## config.mk

```make
export PLATFORM = sky130hd
export DESIGN_NAME = multi_ramp_adc
export DESIGN_NICKNAME = d
export VERILOG_FILES = /design/src/rtl/ssc_pkg.sv /design/src/rtl/ramp_seq.sv /design/src/rtl/chan_capture.sv /design/src/rtl/result_shifter.sv /design/src/rtl/multi_ramp_adc.sv
export SDC_FILE = /design/constraint.sdc
export NUM_CORES = 1
export LEC_CHECK = 0
export BUFFER_PORTS_ARGS = -buffer_cell sky130_fd_sc_hd__buf_2
export CAP_MARGIN = 20
export CORE_ASPECT_RATIO = 1.25
export CORE_MARGIN = 3
export CORE_UTILIZATION = 61
export DETAILED_ROUTE_END_ITERATION = 8
export PLACE_DENSITY = 0.8
export SLEW_MARGIN = 5
export SYNTH_ARGS = -nofsm -noshare
export SYNTH_HDL_FRONTEND = slang
export SYNTH_HIERARCHICAL = 1
export SYNTH_SLANG_ARGS = --single-unit
```

## constraint.sdc

```tcl
create_clock -name clk -period 2.3 [get_ports clk]
set_input_delay 0.345 -clock clk [delete_from_list [all_inputs] [get_ports clk]]
set_output_delay 0.345 -clock clk [all_outputs]
set_load 0.02 [all_outputs]
```

## src/rtl/ssc_pkg.sv

```systemverilog
package ssc_pkg;
  typedef enum logic [1:0] {
    ST_IDLE = 2'd0,
    ST_CONV = 2'd1,
    ST_READ = 2'd2
  } conv_state_t;
endpackage

```

## src/rtl/ramp_seq.sv

```systemverilog
module ramp_seq
  import ssc_pkg::*;
#(
  parameter int CW   = 10,
  parameter int SYNC = 2
) (
  input  logic          clk,
  input  logic          rst,
  input  logic          start_i,
  input  logic          read_last_i,
  output logic [CW:0]   tick_o,
  output logic          arm_o,
  output logic          cap_en_o,
  output logic          read_en_o,
  output logic          ramp_run_o,
  output logic          done_o
);
  localparam int TICKS = 1 << CW;
  localparam logic [CW:0] RAMP_END = (CW+1)'(TICKS - 1);
  localparam logic [CW:0] LAST     = (CW+1)'(TICKS - 1 + SYNC);

  conv_state_t state;
  logic [CW:0] tick;

  always_ff @(posedge clk) begin
    if (rst) begin
      state      <= ST_IDLE;
      tick       <= '0;
      ramp_run_o <= 1'b0;
      done_o     <= 1'b0;
    end else begin
      case (state)
        ST_IDLE: begin
          if (start_i) begin
            state      <= ST_CONV;
            tick       <= '0;
            ramp_run_o <= 1'b1;
            done_o     <= 1'b0;
          end
        end
        ST_CONV: begin
          tick <= tick + 1'b1;
          if (tick == RAMP_END) ramp_run_o <= 1'b0;
          if (tick == LAST) begin
            state  <= ST_READ;
            done_o <= 1'b1;
          end
        end
        ST_READ: begin
          if (read_last_i) state <= ST_IDLE;
        end
        default: state <= ST_IDLE;
      endcase
    end
  end

  assign tick_o    = tick;
  assign arm_o     = (state == ST_IDLE) && start_i;
  assign cap_en_o  = (state == ST_CONV);
  assign read_en_o = (state == ST_READ);

  // the ramp control only ever runs inside a conversion
  a_r2_ramp_in_conv: assert property (@(posedge clk) disable iff (rst)
    ramp_run_o |-> (state == ST_CONV));
  // a start seen mid-conversion does not restart the counter
  a_r8_start_ignored: assert property (@(posedge clk) disable iff (rst)
    (state == ST_CONV && start_i && tick != LAST) |=> (state == ST_CONV && tick == $past(tick) + 1'b1));
  // done only rises on entering readout
  a_r6_done_on_read: assert property (@(posedge clk) disable iff (rst)
    $rose(done_o) |-> (state == ST_READ));
  // the tick counter never runs past the sampling window
  a_r3_tick_bound: assert property (@(posedge clk) disable iff (rst)
    (state == ST_CONV) |-> (tick <= LAST));
endmodule

```

## src/rtl/chan_capture.sv

```systemverilog
module chan_capture #(
  parameter int CW   = 10,
  parameter int SYNC = 2
) (
  input  logic          clk,
  input  logic          rst,
  input  logic          cmp_i,
  input  logic          arm_i,
  input  logic          cap_en_i,
  input  logic [CW:0]   tick_i,
  output logic [CW-1:0] code_o
);
  localparam logic [CW:0] OFS = (CW+1)'(SYNC);

  logic [SYNC-1:0] sync_q;
  logic            prev_q;
  logic            captured;
  logic            rise;
  logic [CW:0]     adj;

  always_ff @(posedge clk) begin
    if (rst) begin
      sync_q <= '0;
      prev_q <= 1'b0;
    end else begin
      sync_q <= {sync_q[SYNC-2:0], cmp_i};
      prev_q <= sync_q[SYNC-1];
    end
  end

  assign rise = sync_q[SYNC-1] && !prev_q;
  assign adj  = (tick_i >= OFS) ? (tick_i - OFS) : '0;

  always_ff @(posedge clk) begin
    if (rst) begin
      code_o   <= '1;
      captured <= 1'b0;
    end else if (arm_i) begin
      code_o   <= '1;
      captured <= 1'b0;
    end else if (cap_en_i && rise && !captured) begin
      code_o   <= adj[CW-1:0];
      captured <= 1'b1;
    end
  end

  // once a code is taken it holds until the next start
  a_r5_single_capture: assert property (@(posedge clk) disable iff (rst)
    (captured && !arm_i) |=> $stable(code_o));
  // arming presets full scale
  a_r4_preset_full: assert property (@(posedge clk) disable iff (rst)
    arm_i |=> (code_o == '1 && !captured));
endmodule

```

## src/rtl/result_shifter.sv

```systemverilog
module result_shifter #(
  parameter int NCH = 4,
  parameter int CW  = 10,
  parameter int CHW = $clog2(NCH)
) (
  input  logic              clk,
  input  logic              rst,
  input  logic              en_i,
  input  logic [NCH*CW-1:0] codes_i,
  output logic              last_o,
  output logic              valid_o,
  output logic [CHW-1:0]    ch_o,
  output logic [CW-1:0]     code_o
);
  localparam logic [CHW-1:0] TOP = CHW'(NCH - 1);

  logic [CW-1:0]  arr [NCH];
  logic [CHW-1:0] idx;

  for (genvar g = 0; g < NCH; g++) begin : g_unpack
    assign arr[g] = codes_i[g*CW +: CW];
  end

  assign last_o = en_i && (idx == TOP);

  always_ff @(posedge clk) begin
    if (rst) begin
      idx     <= '0;
      valid_o <= 1'b0;
      ch_o    <= '0;
      code_o  <= '0;
    end else if (en_i) begin
      valid_o <= 1'b1;
      ch_o    <= idx;
      code_o  <= arr[idx];
      idx     <= (idx == TOP) ? '0 : idx + 1'b1;
    end else begin
      valid_o <= 1'b0;
      idx     <= '0;
    end
  end

  // readout begins with channel 0
  a_r7_first_channel: assert property (@(posedge clk) disable iff (rst)
    $rose(valid_o) |-> (ch_o == '0));
  // channels follow in ascending order without gaps
  a_r7_ascending: assert property (@(posedge clk) disable iff (rst)
    (valid_o && ch_o != TOP) |=> (valid_o && ch_o == $past(ch_o) + 1'b1));
endmodule

```

## src/rtl/multi_ramp_adc.sv

```systemverilog
module multi_ramp_adc #(
  parameter int NCH  = 4,
  parameter int CW   = 10,
  parameter int SYNC = 2,
  parameter int CHW  = $clog2(NCH)
) (
  input  logic           clk,
  input  logic           rst,
  input  logic           start_i,
  input  logic [NCH-1:0] cmp_i,
  output logic           ramp_run_o,
  output logic           done_o,
  output logic           code_valid_o,
  output logic [CHW-1:0] code_ch_o,
  output logic [CW-1:0]  code_o
);
  logic [CW:0]       tick;
  logic              arm, cap_en, read_en, read_last;
  logic [NCH*CW-1:0] codes;

  ramp_seq #(.CW(CW), .SYNC(SYNC)) u_seq (
    .clk         (clk),
    .rst         (rst),
    .start_i     (start_i),
    .read_last_i (read_last),
    .tick_o      (tick),
    .arm_o       (arm),
    .cap_en_o    (cap_en),
    .read_en_o   (read_en),
    .ramp_run_o  (ramp_run_o),
    .done_o      (done_o)
  );

  for (genvar c = 0; c < NCH; c++) begin : g_chan
    chan_capture #(.CW(CW), .SYNC(SYNC)) u_cap (
      .clk      (clk),
      .rst      (rst),
      .cmp_i    (cmp_i[c]),
      .arm_i    (arm),
      .cap_en_i (cap_en),
      .tick_i   (tick),
      .code_o   (codes[c*CW +: CW])
    );
  end

  result_shifter #(.NCH(NCH), .CW(CW), .CHW(CHW)) u_out (
    .clk     (clk),
    .rst     (rst),
    .en_i    (read_en),
    .codes_i (codes),
    .last_o  (read_last),
    .valid_o (code_valid_o),
    .ch_o    (code_ch_o),
    .code_o  (code_o)
  );

  // nothing is presented while the ramp runs
  a_r1_quiet_during_ramp: assert property (@(posedge clk) disable iff (rst)
    ramp_run_o |-> (!done_o && !code_valid_o));
endmodule

```

==> impl_metrics.py <==
metrics = {
    "yosys": {
        "yosysMostFrequentCell": "dfxtp_1",
        "yosys_register_bits": 86,
        "syn-cell-area_um2": 4096,
        "synth_warnings": 6,
        "synth_top_area_cell": "dfxtp_1",
        "synth_area_leaders": "dfxtp_1, a21oi_1, mux2i_1, xnor2_1, o21ai_0",
        "synthTopCellsByCount": "dfxtp_1, a21oi_1, nor2_1",
        "synthDistinctLibCells": 54,
        "synth_area_per_cell_um2": 9.571,
        "syn_nets": 442,
        "syn_inst": 428,
        "async_flop_share_pct": 0,
        "synth_top_area_share_pct": 42.03,
        "ys_seq_area_share_pct": 42.03,
        "synthFlopType": "dfxtp_1",
        "synth_edf_count": 0,
    },
    "hold_path": {
        "min-delay-start": "cmp_i[1]",
        "hold_path_class": "in2reg",
    },
    "sta": {
        "final.period_utilization_pct": 90.92,
        "rsz0062_at_grt": "no",
        "hold_violations": 0,
        "slew_headroom_pct": 41.39,
        "maxSlewViolCount": 0,
        "max_freq_ghz": 0.4782,
        "final.min_clock_period_ns": 2.091,
        "worstMarginPinSlew_ns": 0.8780,
        "finClkSkew_ns": 0.01060,
        "setup_violations": 0,
        "setup_tns_ns": 0,
    },
    "cells_and_area": {
        "nNetsFinal": 483,
        "postLayoutCoreUtil_pct": 72.88,
        "syn_to_final_growth_pct": 12.55,
        "stdcell_count": 559,
        "drive_above_1_share_pct": 20.68,
        "n_antenna_cell": 0,
    },
    "place": {
        "port_buffers": 21,
        "gp_congestion": 0.9149,
        "dp_hpwl_um": 6977,
        "place_inst": 542,
    },
    "clock_tree": {
        "cts-hold-fix-buffers": 0,
        "cts_inserted_buffers": 9,
        "cts.htree.levels": 3,
        "clk_path_buf_depth": 2,
        "clock_latency_ns": 0.35,
        "cts_tree": "yes",
        "cts.sinks": 86,
        "clkSlewWorstSetupHoldPaths_ns": 0.09,
        "clock-root-buffer": "clkbuf_8",
    },
    "routing": {
        "routed_via_density": 6.150,
        "route.detailed.drc": 0,
        "dr.pass1.iters": 5,
        "wirelength_um": 9811,
        "ant_nets": 0,
        "drtIter0Drc": 332,
        "wl_per_cell_um": 17.55,
        "vias": 3438,
    },
    "critical_path": {
        "worstPathRequired_ns": 2.52,
        "cpPeakStageDelay_ns": 0.59,
        "path_buf_inv": 1,
        "cpMaxStageDelayCell": "o41ai_4",
        "r2r_start": "u_seq/tick_o[2]$_SDFFE_PP0P_",
        "worstPathArrival_ns": 2.31,
        "path_cells": "inv_1, ha_1, nor3b_2, nand3_1, o41ai_4, o21ai_0",
        "crit_family": "compound AO/OA/AOI/OAI gates",
        "cp_max_fo": 13,
        "path_class": "reg2reg",
        "crit_path_end_kind": "flip-flop",
        "start_kind": "flip-flop",
        "timing.critical_path.from": "u_seq/tick_o[2]$_SDFFE_PP0P_",
    },
    "floorplanning": {
        "die_w_um": 79.30,
        "row_count": 32,
        "start_util_pct": 64.75,
        "io_pins": 22,
        "core-area_um2": 6326,
        "die_area_um2": 7741,
        "die_y_um": 97.62,
    },
    "grt": {
        "antenna_found_initial": 0,
        "grt_max_degree": 29,
        "grt_pass1_wl_um": 16090,
        "overflow": 0,
        "grt_pass1_vias": 3233,
        "groute.usage.overall_pct": 26.28,
    },
    "pwr": {
        "irDropWorstVdd_v": 0.0005039,
        "power_w": 0.002726,
        "leakagePower_nw": 1.753,
        "p_per_area_nw_per_um2": 591.1,
    },
    "job": {
        "maxCapViolations": 0,
    },
    "run_status": {
        "status": "finished, final reports clean",
    },
}
==> routing by layer <==
metal	track usage, %	routed length (um)
met2	43.39	4856
met1	33.45	4111
met3	3.154	513
met4	12.96	330
met5	0	0
==> timing repair <==
item / 4_1_cts / 5_1_grt
resized for setup: 0 / 1
endpoints found under the setup margin: 0 / 11
setup buffers: 0 / 1
==> final cells by class <==
cell class                 count  area, um^2
sequential                    86        1722
multi-input combinational    308        2226
fill                         486        1715
tap                           85       106.4
timing repair buffer          47       300.3
inverter                      17       63.81
clock buffer                  11       151.4
clock inverter                 5       41.29
==> logic make-up (layout without fill, tap and decap cells) <==
kind of cell / Yosys count / in the layout / synth area share (%)
DFF: 86 / 86 / 42.03
xor gates and xnor gates: 24 / 24 / 5.131
muxes: 23 / 23 / 5.651
AOI/OAI and AO/OA: 111 / 111 / 17.93
and+or+nand+nor: 143 / 143 / 23.34
adders and majority gates: 7 / 7 / 2.138
buffers and inverters: 34 / 80 / 3.787
==> through the flow <==
stage | hold slack (ns) | area (um^2) | worst slack (ns)
5_1_grt | 0.2242 | 4611 | 0.004476
3_5_place_dp | 0.4291 | 4404 | 0.1771
6_report | 0.1911 | 4611 | 0.2089
2_1_floorplan | 0.4138 | 4096 | 0.4606
3_3_place_gp | 0.4187 | 4404 | 0.3051
4_1_cts | 0.1831 | 4597 | 0.1654
==> registers in the layout, indices dropped and copies added (netlist names), 2 cells and up <==
name	flops
u_out/ch_o	2
u_out/idx	2
g_chan.u_cap/prev_q	4
u_out/code_o	10
u_seq/state	2
u_seq/tick_o	11
g_chan.u_cap/sync_q	8
g_chan.u_cap/code_o	40
g_chan.u_cap/captured	4
==> cell usage in the layout, fill, tap and decap left out, types with 5 or more instances in the layout <==
master and count:
xnor2_1 20, buf_4 26, inv_1 16, or4_1 12, ha_1 7, mux2i_1 22, or3b_2 7, nor3b_1 7
buf_2 21, clkbuf_8 11, dfxtp_1 86, nor2b_1 14, o21ai_1 8, o221ai_1 9, or3b_1 5, nand2_1 10
nor2_1 31, nand3_1 16, o21ai_0 28, a21oi_1 45
==> worst paths after layout <==
check	endpoint	cells past startpoint	slack [ns]
worst min-delay path	g_chan[1].u_cap/sync_q[0]$_SDFF_PP0_	2	0.19
worst max-delay path	g_chan[3].u_cap/code_o[6]$_SDFFE_PP1P_	6	0.21
worst max register to register	g_chan[3].u_cap/code_o[6]$_SDFFE_PP1P_	6	0.21
worst min register to register	g_chan[2].u_cap/sync_q[1]$_SDFF_PP0_	1	0.45
==> where the power goes <==
part / switching, W / internal (W) / leakage, nW / total (W)
logic: 0.000115 / 0.0000738 / 0.963 / 0.000189
clock network: 0.000544 / 0.000459 / 0.0922 / 0.00100
registers: 0.0000201 / 0.00151 / 0.698 / 0.00153
Power figures use the tool's default switching activity.
